## src/rtl/nbr_pkg.sv

```systemverilog
package nbr_pkg;
   localparam int MAX_WIN = 4;

   typedef enum logic [2:0] {
      RG_NONE      = 3'd0,
      RG_CONFIG    = 3'd1,
      RG_SELF_SPAD = 3'd2,
      RG_PEER_SPAD = 3'd3,
      RG_DOORBELL  = 3'd4,
      RG_WINDOW    = 3'd5
   } region_e;
endpackage

```

## src/rtl/nbr_win_table.sv

```systemverilog
module nbr_win_table
   import nbr_pkg::*;
#(
   parameter int NUM_WIN = 4,
   parameter int ADDR_W  = 64,
   parameter int OFF_W   = 32
) (
   input  logic                              clk,
   input  logic                              rst_n,
   input  logic                              cfg_we,
   input  logic [1:0]                        cfg_idx,
   input  logic [ADDR_W-1:0]                 cfg_base,
   input  logic [OFF_W-1:0]                  cfg_size,
   output logic [MAX_WIN-1:0][ADDR_W-1:0]    win_base,
   output logic [MAX_WIN-1:0][OFF_W-1:0]     win_size,
   output logic [MAX_WIN-1:0]                win_valid
);

   for (genvar w = 0; w < MAX_WIN; w++) begin : g_win
      if (w < NUM_WIN) begin : g_live
         always_ff @(posedge clk or negedge rst_n) begin
            if (!rst_n) begin
               win_base[w]  <= '0;
               win_size[w]  <= '0;
               win_valid[w] <= 1'b0;
            end else if (cfg_we && cfg_idx == 2'(w)) begin
               win_base[w]  <= cfg_base;
               win_size[w]  <= cfg_size;
               win_valid[w] <= 1'b1;
            end
         end
      end else begin : g_absent
         assign win_base[w]  = '0;
         assign win_size[w]  = '0;
         assign win_valid[w] = 1'b0;
      end
   end

   // writes aimed at windows that are not built leave the table alone
   p_absent_write_ignored_r9 : assert property (@(posedge clk) disable iff (!rst_n)
      (cfg_we && 32'(cfg_idx) >= NUM_WIN) |=> $stable(win_valid));

endmodule

```

## src/rtl/nbr_region_decode.sv

```systemverilog
module nbr_region_decode
   import nbr_pkg::*;
#(
   parameter int OFF_W = 32,
   parameter int SPC_W = 8
) (
   input  logic                           clk,
   input  logic                           rst_n,
   input  logic                           req_valid,
   input  logic [2:0]                     req_bar,
   input  logic [OFF_W-1:0]               req_off,
   input  logic [OFF_W-1:0]               spad_off,
   input  logic [SPC_W-1:0]               spad_count,
   input  logic [OFF_W-1:0]               mw1_off,
   input  logic [MAX_WIN-1:0][OFF_W-1:0]  win_size,
   input  logic [MAX_WIN-1:0]             win_valid,
   output region_e                        region,
   output logic [OFF_W-1:0]               local_off,
   output logic [1:0]                     win_idx,
   output logic                           err
);

   logic [OFF_W-1:0] spad_bytes;
   logic [OFF_W-1:0] spad_rel;
   logic [OFF_W-1:0] mw1_rel;
   logic             is_win;
   logic [1:0]       cand_win;
   logic [OFF_W-1:0] cand_off;

   assign spad_bytes = OFF_W'(spad_count) << 2;
   assign spad_rel   = req_off - spad_off;
   assign mw1_rel    = req_off - mw1_off;

   always_comb begin
      region    = RG_NONE;
      local_off = '0;
      win_idx   = '0;
      err       = 1'b0;
      is_win    = 1'b0;
      cand_win  = '0;
      cand_off  = '0;
      if (req_valid) begin
         case (req_bar)
            3'd0: begin
               if (req_off < spad_off) begin
                  region    = RG_CONFIG;
                  local_off = req_off;
               end else if (spad_rel < spad_bytes) begin
                  region    = RG_SELF_SPAD;
                  local_off = spad_rel;
               end else begin
                  err = 1'b1;
               end
            end
            3'd1: begin
               if (req_off < spad_bytes) begin
                  region    = RG_PEER_SPAD;
                  local_off = req_off;
               end else begin
                  err = 1'b1;
               end
            end
            3'd2: begin
               if (req_off < mw1_off) begin
                  region    = RG_DOORBELL;
                  local_off = req_off;
               end else begin
                  is_win   = 1'b1;
                  cand_win = 2'd0;
                  cand_off = mw1_rel;
               end
            end
            3'd3, 3'd4, 3'd5: begin
               is_win   = 1'b1;
               cand_win = 2'(req_bar - 3'd2);
               cand_off = req_off;
            end
            default: err = 1'b1;
         endcase
         if (is_win) begin
            if (!win_valid[cand_win] || cand_off >= win_size[cand_win]) begin
               err = 1'b1;
            end else begin
               region    = RG_WINDOW;
               local_off = cand_off;
               win_idx   = cand_win;
            end
         end
      end
   end

   // an accepted own-scratchpad access stays inside the slot count
   p_spad_bound_r2 : assert property (@(posedge clk) disable iff (!rst_n)
      (region == RG_SELF_SPAD) |-> (local_off < spad_bytes));
   // an accepted window access stays inside the programmed size
   p_win_bound_r7 : assert property (@(posedge clk) disable iff (!rst_n)
      (region == RG_WINDOW) |-> (local_off < win_size[win_idx]));
   // only programmed windows are ever accepted
   p_win_programmed_r8 : assert property (@(posedge clk) disable iff (!rst_n)
      (region == RG_WINDOW) |-> win_valid[win_idx]);
   // a refused access never carries a region
   p_err_no_region_r10 : assert property (@(posedge clk) disable iff (!rst_n)
      err |-> (region == RG_NONE && local_off == '0));

endmodule

```

## src/rtl/nbr_xlat_stage.sv

```systemverilog
module nbr_xlat_stage
   import nbr_pkg::*;
#(
   parameter int ADDR_W = 64,
   parameter int OFF_W  = 32
) (
   input  logic                              clk,
   input  logic                              rst_n,
   input  logic                              take,
   input  logic [1:0]                        win_idx,
   input  logic [OFF_W-1:0]                  win_off,
   input  logic [MAX_WIN-1:0][ADDR_W-1:0]    win_base,
   output logic                              xlat_valid,
   output logic [ADDR_W-1:0]                 xlat_addr
);

   always_ff @(posedge clk or negedge rst_n) begin
      if (!rst_n) begin
         xlat_valid <= 1'b0;
         xlat_addr  <= '0;
      end else begin
         xlat_valid <= take;
         if (take) begin
            xlat_addr <= win_base[win_idx] + ADDR_W'(win_off);
         end
      end
   end

   // the translation reflects the base that was in force at the request
   p_xlat_sum_r6 : assert property (@(posedge clk) disable iff (!rst_n)
      take |=> (xlat_addr == $past(win_base[win_idx]) + ADDR_W'($past(win_off))));

endmodule

```

## src/rtl/nbr_bar_xlate.sv

```systemverilog
module nbr_bar_xlate
   import nbr_pkg::*;
#(
   parameter int NUM_WIN = 4,
   parameter int OFF_W   = 32,
   parameter int ADDR_W  = 64,
   parameter int SPC_W   = 8
) (
   input  logic              clk,
   input  logic              rst_n,
   input  logic              req_valid,
   input  logic [2:0]        req_bar,
   input  logic [OFF_W-1:0]  req_off,
   input  logic [OFF_W-1:0]  spad_off,
   input  logic [SPC_W-1:0]  spad_count,
   input  logic [OFF_W-1:0]  mw1_off,
   input  logic              cfg_we,
   input  logic [1:0]        cfg_idx,
   input  logic [ADDR_W-1:0] cfg_base,
   input  logic [OFF_W-1:0]  cfg_size,
   output logic [2:0]        dec_region,
   output logic [OFF_W-1:0]  dec_local,
   output logic [1:0]        dec_win,
   output logic              dec_err,
   output logic              xlat_valid,
   output logic [ADDR_W-1:0] xlat_addr
);

   if (NUM_WIN < 1 || NUM_WIN > MAX_WIN) begin : g_bad_num_win
      $error("NUM_WIN must lie between 1 and 4");
   end
   if (SPC_W + 2 > OFF_W) begin : g_bad_spc_w
      $error("SPC_W too wide for OFF_W");
   end
   if (ADDR_W < OFF_W) begin : g_bad_addr_w
      $error("ADDR_W must be at least OFF_W");
   end

   logic [MAX_WIN-1:0][ADDR_W-1:0] win_base;
   logic [MAX_WIN-1:0][OFF_W-1:0]  win_size;
   logic [MAX_WIN-1:0]             win_valid;
   region_e                        region;
   logic                           take;

   nbr_win_table #(.NUM_WIN(NUM_WIN), .ADDR_W(ADDR_W), .OFF_W(OFF_W)) u_table (
      .clk       (clk),
      .rst_n     (rst_n),
      .cfg_we    (cfg_we),
      .cfg_idx   (cfg_idx),
      .cfg_base  (cfg_base),
      .cfg_size  (cfg_size),
      .win_base  (win_base),
      .win_size  (win_size),
      .win_valid (win_valid)
   );

   nbr_region_decode #(.OFF_W(OFF_W), .SPC_W(SPC_W)) u_decode (
      .clk        (clk),
      .rst_n      (rst_n),
      .req_valid  (req_valid),
      .req_bar    (req_bar),
      .req_off    (req_off),
      .spad_off   (spad_off),
      .spad_count (spad_count),
      .mw1_off    (mw1_off),
      .win_size   (win_size),
      .win_valid  (win_valid),
      .region     (region),
      .local_off  (dec_local),
      .win_idx    (dec_win),
      .err        (dec_err)
   );

   assign dec_region = region;
   assign take       = (region == RG_WINDOW);

   nbr_xlat_stage #(.ADDR_W(ADDR_W), .OFF_W(OFF_W)) u_xlat (
      .clk        (clk),
      .rst_n      (rst_n),
      .take       (take),
      .win_idx    (dec_win),
      .win_off    (dec_local),
      .win_base   (win_base),
      .xlat_valid (xlat_valid),
      .xlat_addr  (xlat_addr)
   );

   // a translation only follows an accepted window request
   p_xlat_follows_req_r10 : assert property (@(posedge clk) disable iff (!rst_n)
      xlat_valid |-> ($past(req_valid) && !$past(dec_err) && $past(dec_region) == 3'd5));
   // BAR numbers above 5 are always refused
   p_high_bar_refused_r9 : assert property (@(posedge clk) disable iff (!rst_n)
      (req_valid && req_bar > 3'd5) |-> dec_err);

endmodule

```

## config.mk

```make
export PLATFORM = sky130hd
export DESIGN_NAME = nbr_bar_xlate
export DESIGN_NICKNAME = d
export VERILOG_FILES = /design/src/rtl/nbr_pkg.sv /design/src/rtl/nbr_win_table.sv /design/src/rtl/nbr_region_decode.sv /design/src/rtl/nbr_xlat_stage.sv /design/src/rtl/nbr_bar_xlate.sv
export SDC_FILE = /design/constraint.sdc
export NUM_CORES = 1
export LEC_CHECK = 0
export BUFFER_PORTS_ARGS = -buffer_cell sky130_fd_sc_hd__buf_2
export CORE_MARGIN = 2
export CORE_UTILIZATION = 45
export CTS_CLUSTER_SIZE = 10
export DETAILED_ROUTE_END_ITERATION = 12
export PLACE_DENSITY = 0.67
export SYNTH_ARGS = -nofsm -noshare
export SYNTH_HDL_FRONTEND = slang
export SYNTH_SLANG_ARGS = --single-unit
```

## constraint.sdc

```tcl
create_clock -name clk -period 7.75 [get_ports clk]
set_clock_uncertainty 0.2 [all_clocks]
set_input_delay 0.3875 -clock clk [delete_from_list [all_inputs] [get_ports clk]]
set_output_delay 0.3875 -clock clk [all_outputs]
set_load 0.1 [all_outputs]
```

# After elaboration in Yosys (flattened, before gate mapping)
# Cells that the tools add are included.
dict set report totals {
  register_bits 453
  out_inout_bits 103
  word_cells 84
}
dict set report op_classes {
  add_sub_neg 4
  mux 40
  reduce_logical 10
  eq_ne 9
  magnitude_cmp 7
}
# operator n
set op_table {}
lappend op_table {{2-to-1 mux 32 bit} 10}
lappend op_table {{binary-select mux 64 bit (select 2 bit)} 1}
lappend op_table {{case mux 32 bit (3 select lines)} 1}
lappend op_table {{adder 64 x 32 -> 64 bit} 1}
lappend op_table {{binary-select mux 32 bit (select 2 bit)} 1}
lappend op_table {{less-than comparator 32 x 10 -> 1 bit} 2}
lappend op_table {{less-than comparator 32 bit} 2}
lappend op_table {{2-to-1 mux 64 bit} 1}
lappend op_table {{case mux 32 bit (2 select lines)} 1}
lappend op_table {{subtractor 32 bit} 2}
lappend op_table {{>= comparator 32 bit} 1}
lappend op_table {{2-to-1 mux 3 bit} 5}
lappend op_table {{2-to-1 mux 2 bit} 7}
lappend op_table {{equality test 3 bit, second input constant} 3}
lappend op_table {{2-to-1 mux 1 bit} 9}
lappend op_table {{case mux 3 bit (3 select lines)} 1}
lappend op_table {{equality test 3 x 2 -> 1 bit, second input constant} 2}
lappend op_table {{less-than comparator 2 x 3 -> 1 bit, second input constant} 2}
lappend op_table {{equality test 2 bit, second input constant} 2}
lappend op_table {{logical AND 1 bit} 4}
lappend op_table {{OR reduction 4 bit} 1}
lappend op_table {{equality test 3 x 1 -> 1 bit, second input constant} 1}
lappend op_table {{logical NOT 3 bit} 1}
lappend op_table {{case mux 1 bit (3 select lines)} 1}
lappend op_table {{8 further kinds} 8}

# Depth between registers and ports, before layout
# Gate-level depths: netlist of run 1.
dict set report depth {
  word_depth 14
  mapped_depth 49
  mapped_depth_nobuf 41
}

# Hierarchy
# Synthesis of run 1 repeated with hierarchy kept, for this count alone.
dict set report hier_totals {
  cells_unflattened 2527
  area_unflattened_um2 27854.2
}
# mod area_each_um2 seq_area_each_um2 instances cells_per_inst
set by_module_without_submodules {}
lappend by_module_without_submodules {nbr_win_table 14310.0 9709.3 1 820}
lappend by_module_without_submodules {nbr_region_decode 7023.0 0.0 1 1068}
lappend by_module_without_submodules {nbr_xlat_stage 6512.5 1626.6 1 638}
lappend by_module_without_submodules {nbr_bar_xlate 8.8 0.0 1 1}

# Least setup slack after synthesis of run 1
# No wires, ideal clock.
dict set report synth_timing {
  kind {input to register}
  start {input port req_off[0]}
  end {register u_xlat.xlat_addr[62]}
  required_ns 7.424
  cell_stages 46
  slack_ns -2.841
  arrival_time_ns 10.265
  path_cell_list {inv_1 ha_1 inv_1 fa_1 a21oi_1 nand4b_1 a31oi_1 nor3_1 o311ai_0 a21oi_1 o41ai_1 and3_1 clkbuf_1 inv_1 clkbuf_1 o21ai_0 ha_1 and4_1 [... 10 more ...] clkbuf_1 nand2_1 a31oi_1 ha_1 inv_1 fa_1 nor2b_1 o2111a_1 nor3_1 o31ai_1 a31oi_1 a21oi_1 a221oi_1 nor3_1 nand4_4 nor4_4 xnor2_1 mux2_4}
}
dict set report synth_between {
  elab_chain_cells 12
  word_cells_on_any_way 37
  classes_between {add/sub: 3; order compare: 5; eq/ne: 1; mux: 27; reduce/logical: 1}
}
# element line
set synth_rtl {}
lappend synth_rtl {{start, declared} nbr_bar_xlate.sv:13} ;# input logic [OFF_W-1:0] req_off,
lappend synth_rtl {{subtractor 32 bit or less-than comparator 32 bit (tied branches)} {nbr_region_decode.sv:32, nbr_region_decode.sv:64}}
lappend synth_rtl {{2-to-1 mux 32 bit} nbr_region_decode.sv:64} ;# if (req_off < mw1_off) begin
lappend synth_rtl {{case mux 32 bit (2 select lines)} nbr_region_decode.sv:43} ;# case (req_bar)
lappend synth_rtl {{2-to-1 mux 32 bit} nbr_region_decode.sv:42} ;# if (req_valid) begin
lappend synth_rtl {{>= comparator 32 bit} nbr_region_decode.sv:81} ;# if (!win_valid[cand_win] || cand_off >= win_size[cand_win]) begin
lappend synth_rtl {{logical OR 1 bit} nbr_region_decode.sv:81}
lappend synth_rtl {{2-to-1 mux 2 bit} nbr_region_decode.sv:81}
lappend synth_rtl {{2-to-1 mux 2 bit *} nbr_region_decode.sv:80} ;# if (is_win) begin
lappend synth_rtl {{2-to-1 mux 2 bit *} nbr_region_decode.sv:42}
lappend synth_rtl {{named net dec_win[0]} nbr_bar_xlate.sv:23} ;# output logic [1:0] dec_win,
lappend synth_rtl {{binary-select mux 64 bit (select 2 bit) *} nbr_xlat_stage.sv:24} ;# xlat_addr <= win_base[win_idx] + ADDR_W'(win_off);
lappend synth_rtl {{2-to-1 mux 64 bit (not written as such) *} nbr_xlat_stage.sv:24}
lappend synth_rtl {{adder 64 x 32 -> 64 bit *} nbr_xlat_stage.sv:24}
lappend synth_rtl {{end signal, assigned} nbr_xlat_stage.sv:24}
lappend synth_rtl {{end, declared} nbr_xlat_stage.sv:14} ;# output logic [ADDR_W-1:0] xlat_addr
# Mark *: on every way through the listed nets, which the timed path passes. The rest lies on a longest branch. The select of a mux whose other input is x is not followed.
# A chain may end at the register's enable or synchronous reset.

# Worst setup path in the final report of run 1
dict set report layout_timing {
  start {input port mw1_off[1]}
  end {register u_xlat.xlat_addr[63]}
}
dict set report layout_between {
  elab_chain_cells 12
  word_cells_on_any_way 27
  classes_between {add/sub: 2; order compare: 2; eq/ne: 1; mux: 21; reduce/logical: 1}
}
# element line
set layout_rtl {}
lappend layout_rtl {{start, declared} nbr_bar_xlate.sv:16} ;# input logic [OFF_W-1:0] mw1_off,
lappend layout_rtl {{subtractor 32 bit or less-than comparator 32 bit (tied branches)} {nbr_region_decode.sv:32, nbr_region_decode.sv:64}}
lappend layout_rtl {{2-to-1 mux 32 bit} nbr_region_decode.sv:64}
lappend layout_rtl {{case mux 32 bit (2 select lines)} nbr_region_decode.sv:43}
lappend layout_rtl {{2-to-1 mux 32 bit} nbr_region_decode.sv:42}
lappend layout_rtl {{>= comparator 32 bit} nbr_region_decode.sv:81}
lappend layout_rtl {{logical OR 1 bit} nbr_region_decode.sv:81}
lappend layout_rtl {{2-to-1 mux 2 bit} nbr_region_decode.sv:81}
lappend layout_rtl {{2-to-1 mux 2 bit} nbr_region_decode.sv:80}
lappend layout_rtl {{2-to-1 mux 2 bit} nbr_region_decode.sv:42}
lappend layout_rtl {{binary-select mux 64 bit (select 2 bit)} nbr_xlat_stage.sv:24}
lappend layout_rtl {{2-to-1 mux 64 bit (not written as such)} nbr_xlat_stage.sv:24}
lappend layout_rtl {{adder 64 x 32 -> 64 bit} nbr_xlat_stage.sv:24}
# Several ways; a longest one is shown, not always the timed one. The select of a mux whose other input is x is not followed.

==> results of run 1 <==
synthesized netlist by cell type (all sizes together) (9+ instances only):
cell,count
o21a,11
mux2,426
o21ai,163
a31oi,55
nor2,82
a22oi,16
inv,117
xnor2,53
clkbuf,118
nand4,18
a211oi,46
mux4,9
a21oi,110
xor2,52
ha,142
buf,15
mux2i,49
nand2b,20
and3,26
a221o,12
and2,44
nor4,19
nor3,24
o22ai,10
a22o,18
a21o,41
nand2,289
or3,10
nor2b,16
nand3,54
dfrtp,453
cell families after synthesis:
group / after synthesis
fa+ha+maj: 145
simple gates: 632
xor+xnor: 105
compound gates: 557
buf+inv: 252
flops: 453
mux: 484
cell type report:
cell class	instances	area, um2	share of cell area
multi-input cells	1923	16200	0.431
flip-flops and latches	453	11300	0.302
repair buffers	904	7120	0.190
clock buffers	60	1350	0.0360
well taps	782	978	0.0261
inverters	119	479	0.0128
clock inverters	5	80.1	0.00213
diodes	7	17.5	0.000467
power breakdown:
group          total [mW]  leakage, nW  internal (mW)  switching, mW
registers            3.22         5.39           2.91          0.311
clock network        2.19        0.702           1.25          0.942
logic                4.24         11.3           1.52           2.71
total                9.65         17.4           5.68           3.97
stage by stage:
step | utilization | setup TNS (ps)
after floorplan | - | -19400
after global routing | 0.624 | -10580
after global placement | 0.558 | -48080
final | 0.624 | -2610
after CTS | 0.611 | -132
after detailed placement | 0.558 | -58170
routing by layer:
metal,track usage,wire (um)
met1,0.376,38600
met3,0.0436,5650
met2,0.460,42500
met4,0.0898,2640
met5,0,54
final timing paths:
check | cells past startpoint | to | start
hold / removal | 2 | u_table.win_base[85]$_DFFE_PN0P_ | rst_n
hold reg to reg | 2 | u_xlat.xlat_addr[26]$_DFFE_PN0P_ | u_xlat.xlat_addr[26]$_DFFE_PN0P_
min in group clk | 2 | u_xlat.xlat_addr[26]$_DFFE_PN0P_ | u_xlat.xlat_addr[26]$_DFFE_PN0P_
max in group asynchronous | 3 | u_table.win_base[121]$_DFFE_PN0P_ | rst_n
setup reg to reg | 28 | u_xlat.xlat_addr[63]$_DFFE_PN0P_ | u_table.win_size[65]$_DFFE_PN0P_
setup / recovery | 45 | u_xlat.xlat_addr[63]$_DFFE_PN0P_ | mw1_off[1]
sequential cells by signal (all words and copies together), names as in the netlist:
name,count
u_xlat.xlat_valid,1
u_table.win_base,256
u_xlat.xlat_addr,64
u_table.win_valid,4
u_table.win_size,128
what timing repair did:
item                                   in CTS  in global routing
resized for setup                         101                 94
setup buffers                              36                 34
hold buffers                               97                  0
cloned                                      0                  3
setup endpoints to repair                  45                 39
pin swaps                                  73                 77
endpoints found under the hold margin     485                  0
==> impl_results.md, run 1 <==
* Crit path buf inv count at 12
* Most common cell on crit path: buf_4
* Final period utilization at 1.05
* Placed Instances at around 4.0k
* Max_cap viols at 0
* Detailed-placement wirelength estimate at approximately 65 mm
* Max transition margin at 0.342
* Final WL at just under 90 mm
* Xor/xnor share of the synthesized area at 0.0337
* P per Cell Area at approximately 260 nW/um2
* DR pass1 iterations at 6
* Critical path's top delay family: compound AO/OA/AOI/OAI gates
* Post-route antenna net violation count at 0
* FMAX at 0.123 GHz
* Share of the synthesized area in the top cell type at 0.416
* Largest cells by area after synthesis: dfrtp_1 42%, mux2_2 18%, ha_1 6.5%
* Worst slew pin tran at between 900 and 1000 ps
* Critical-path top delay cell: ha_1
* Failing checks: negative setup slack
* Synth area leader: dfrtp_1
* Starting Density at 0.454
* Sequential fraction of the synthesis area at 0.416
* Setup WS pre-CTS at -1610 ps
* Setup CP Type: in -> reg
* Commonest cells after routing, fill and taps aside: 459 x buf_4, 453 x dfrtp_1, 424 x mux2_2
* Fillers at around 4.8k
* Area of placed instances at approximately 34000 um2
* GR Util All Layers at 0.279
* # IOs at ~310
* CTS Buf Count at 52
* Yosys reg bits at 453
* Die height at 250 um
* Cell Area, Synth at roughly 27000 um2
* Row cnt at 90
* Status: complete, but fails checks
* CTS root buf: clkbuf_16
* Die Wd at approximately 250 um
* Final design area excluding fillers at about 38000 um2
* Critical Path Source Type: input port
* Gp weighted congestion at 0.969
* NumNets Final at 3807
* Post-synthesis adder-cell area fraction at 0.0673
* Tot Pwr at 9.65 mW
* Min Hold Slack at approximately 210 ps
* Commonest non-fill, non-tap cell in the layout: buf_4
* Yosys cell types at 82
* Final Hold Fails at 0
* RSZ-0062 raised after global routing: true
* Clock tree buffer depth at 3
* Initial antenna violation count at 11
* CTS tree: yes
* Yosys warns at 0
* Wire per inst at 21.0 um
* Largest net degree at the start of global routing at around 190
* 1st-iter DRT viols at around 1.5k
* Number of global-route vias before repair at between 20k and 25k
* Mean number of vias per cell at 5.66
* Die Area at between 60000 and 70000 um2
* WP data required at 7990 ps
* Worst-path fanout max at 8
* Period minus WS final at ~8000 ps
* # DRC at 0
* Compound-Gate Fraction of Synth Area at 0.131
* Clk_lat worst skew at around 610 ps
* Vias after detailed routing at between 20k and 25k
* Mux contribution to synthesized area at 0.202
* Post-synth EDFFs at 0
* Worst setup margin at -358 ps
* Area growth from synthesis to layout at 37.6%
* Max-slew violations at 0
* Final setup vio count at 20
* Core footprint at 60100 um2
* Main combinational cell family by area after synthesis: multiplexers
* CP endpoint kind: register
* Syn avg cell area at between 10 and 15 um2
* Top_reg_cell synth: dfrtp_1
* Area share of and/or/nand/nor cells after synthesis at 0.113
* WP data arrival at roughly 8400 ps
* Remaining global-route overflow at 0
* Syn nets at between 2k and 3k
* FFs w/ async S/R, synth at 1.00
* Layout Cells excl Fill at 4253
* Sink count of the clock tree at 453
* Worst min-delay path class: in -> async
* Max incr delay on CP at roughly 360 ps
* H-Tree Depth at 2
* Clk slew on worst S/H paths at 60 ps
* Worst R2R Setup Slack at roughly 1100 ps
* Layout cell share with drive strength beyond 1 at 0.432
* LEAKAGE at roughly 17 nW
* Max IR drop VDD at approximately 0.00035 V
* First-pass GRT wire length at 138 mm
* Mapped Cells at 2628
* Port bufs at 311
(Power assumes the default switching activity.)
==> run 2, diff against run 1 <==
CORE_ASPECT_RATIO = 0.6   (was default)
==> impl_results.md, run 2 (synthesized netlist as in run 1, its figures left out) <==
* Status: complete, but fails checks
* Failing checks: negative setup slack
* Final design area excluding fillers at 37600 um2 (+0.30%)
* P per Cell Area at 259 nW/um2 (+0.58%)
* Min Hold Slack at 217 ps (+5.97 ps)
* Die Area at 62700 um2 (+0.10%)
* CTS Buf Count at 52 (unchanged)
* Setup WS pre-CTS at -1710 ps (-101 ps)
* Worst-path fanout max at 14 (+6)
* Number of global-route vias before repair at 24.7k (+1.3%)
* CP endpoint kind: register
* FMAX at 0.123 GHz (about the same)
* Die height at 195 um (-22%)
* Clk slew on worst S/H paths at 60 ps (about the same)
* Clk_lat worst skew at 620 ps (about the same)
* Largest register FFs at 256 (unchanged)
* Worst setup margin at -354 ps (+3.69 ps)
* RSZ-0062 raised after global routing: true
* WP data required at 8020 ps (+30 ps)
* Most common cell on crit path: buf_4
* Final Hold Fails at 0 (unchanged)
* Max transition margin at 0.346 (+0.00383)
* Die Wd at 322 um (+29%)
* Post-Route Utilization at 0.632 (+0.00777)
* Vias after detailed routing at 24.6k (+2.1%)
* Largest net degree at the start of global routing at 158 (-16%)
* Worst slew pin tran at 969 ps (-18.4 ps)
* Critical path's top delay family: compound AO/OA/AOI/OAI gates
* Starting Density at 0.458 (+0.00429)
* LEAKAGE at 17.5 nW (+0.42%)
* Port bufs at 311 (unchanged)
* Period minus WS final at 8100 ps (-3.69 ps)
* Wire per inst at 23.3 um (+11%)
* Initial antenna violation count at 9 (-2)
* Final setup vio count at 29 (+45%)
* Final TNS setup at -5270 ps (-2660 ps)
* Setup CP Type: in -> reg
* # DRC at 0 (unchanged)
* Mean number of vias per cell at 5.76 (+1.9%)
* Crit path buf inv count at 10 (-2)
* CTS root buf: clkbuf_16
* Remaining global-route overflow at 0 (unchanged)
* Post-route antenna net violation count at 0 (unchanged)
* Core footprint at 59600 um2 (-0.94%)
* Max IR drop VDD at 0.000230 V (-34%)
* Gp weighted congestion at 1.01 (+3.8%)
* Clock tree buffer depth at 3 (unchanged)
* Max-slew violations at 0 (unchanged)
* WP data arrival at 8370 ps (+20 ps)
* GR Util All Layers at 0.313 (+0.0345)
* CTS tree: yes
* Max incr delay on CP at 590 ps (+230 ps)
* NumNets Final at 3823 (+0.42%)
* Detailed-placement wirelength estimate at 74.4 mm (+14%)
* Commonest cells after routing, fill and taps aside: 477 x buf_4, 453 x dfrtp_1, 424 x mux2_2
* Critical Path Source Type: input port
* Row cnt at 69 (-23%)
* Top flop regs: u_table.win_base (256), u_table.win_size (128), u_xlat.xlat_addr (64)
* Worst min-delay path class: in -> async
* DR pass1 iterations at 6 (unchanged)
* Sink count of the clock tree at 453 (unchanged)
* Layout cell share with drive strength beyond 1 at 0.436 (+0.00410)
* # IOs at 312 (unchanged)
* Area of placed instances at 33800 um2 (+0.60%)
* Largest register by flop count: u_table.win_base
* 1st-iter DRT viols at 2264 (+51%)
* Max_cap viols at 0 (unchanged)
* First-pass GRT wire length at 151 mm (+9.1%)
* Area growth from synthesis to layout at 38.0%
* Final period utilization at 1.05 (about the same)
* Commonest non-fill, non-tap cell in the layout: buf_4
* H-Tree Depth at 2 (unchanged)
* Final WL at 99.5 mm (+11%)
* Critical-path top delay cell: or4_4
[run 2: per-stage QoR]
step	cells	power, mW
floorplan	2628	5.93
global placement	4039	7.15
detailed placement	4039	7.27
CTS	4235	9.63
global route	4260	10.2
finish	4263	9.74
[run 2: layout make-up]
type / count / area [um2]
antenna: 7 / 17.5
multi-input combinational: 1923 / 16200
timing repair buffer: 920 / 7210
fill: 4723 / 21900
tap: 781 / 977
clock inverter: 6 / 95.1
clock buffer: 54 / 1330
inverter: 119 / 485
sequential: 453 / 11300
[run 2: worst paths after layout]
check | from | to | slack [ps] | cells past startpoint
setup reg to reg | u_table.win_size[89]$_DFFE_PN0P_ | u_xlat.xlat_addr[61]$_DFFE_PN0P_ | 850 | 29
max in group asynchronous | rst_n | u_table.win_size[36]$_DFFE_PN0P_ | 5210 | 4
hold reg to reg | u_table.win_valid[1]$_DFFE_PN0P_ | u_table.win_valid[1]$_DFFE_PN0P_ | 280 | 1
setup / recovery | req_off[0] | u_xlat.xlat_addr[61]$_DFFE_PN0P_ | -350 | 43
hold / removal | rst_n | u_table.win_base[74]$_DFFE_PN0P_ | 220 | 2
min in group clk | u_table.win_valid[1]$_DFFE_PN0P_ | u_table.win_valid[1]$_DFFE_PN0P_ | 280 | 1
[run 2: what timing repair did]
item / in CTS / in global routing
gates resized for setup: 98 / 95
gates cloned: 2 / 0
setup endpoints to repair: 49 / 49
hold endpoints to repair: 484 / 0
pin swaps: 83 / 78
hold buffers: 97 / 0
setup buffers: 38 / 27
[run 2: worst register-to-register path, delay by kind of cell (launching register included)]
family / cells / cell delay, ps
compound gates: 11 / 2250
xor+xnor: 1 / 160
fa+ha+maj: 2 / 800
buf+inv: 6 / 990
flops: 1 / 380
mux: 1 / 270
simple gates: 8 / 1710
[run 2: power by group]
part	internal (mW)	switching, mW	total (mW)
Sequential	2.91	0.315	3.22
Combinational	1.53	2.79	4.32
Clock	1.24	0.947	2.19
Total	5.68	4.05	9.74
[run 2: per-layer routing]
| metal | GRT usage | wire length (um) | vias to the layer above |
|---|---|---|---|
| met4 | 0.0514 | 1830 | 6 |
| met1 | 0.470 | 46500 | 12328 |
| li1 | - | - | 11163 |
| met3 | 0.0652 | 7760 | 135 |
| met2 | 0.470 | 43300 | 944 |
| met5 | 0 | 28 | - |
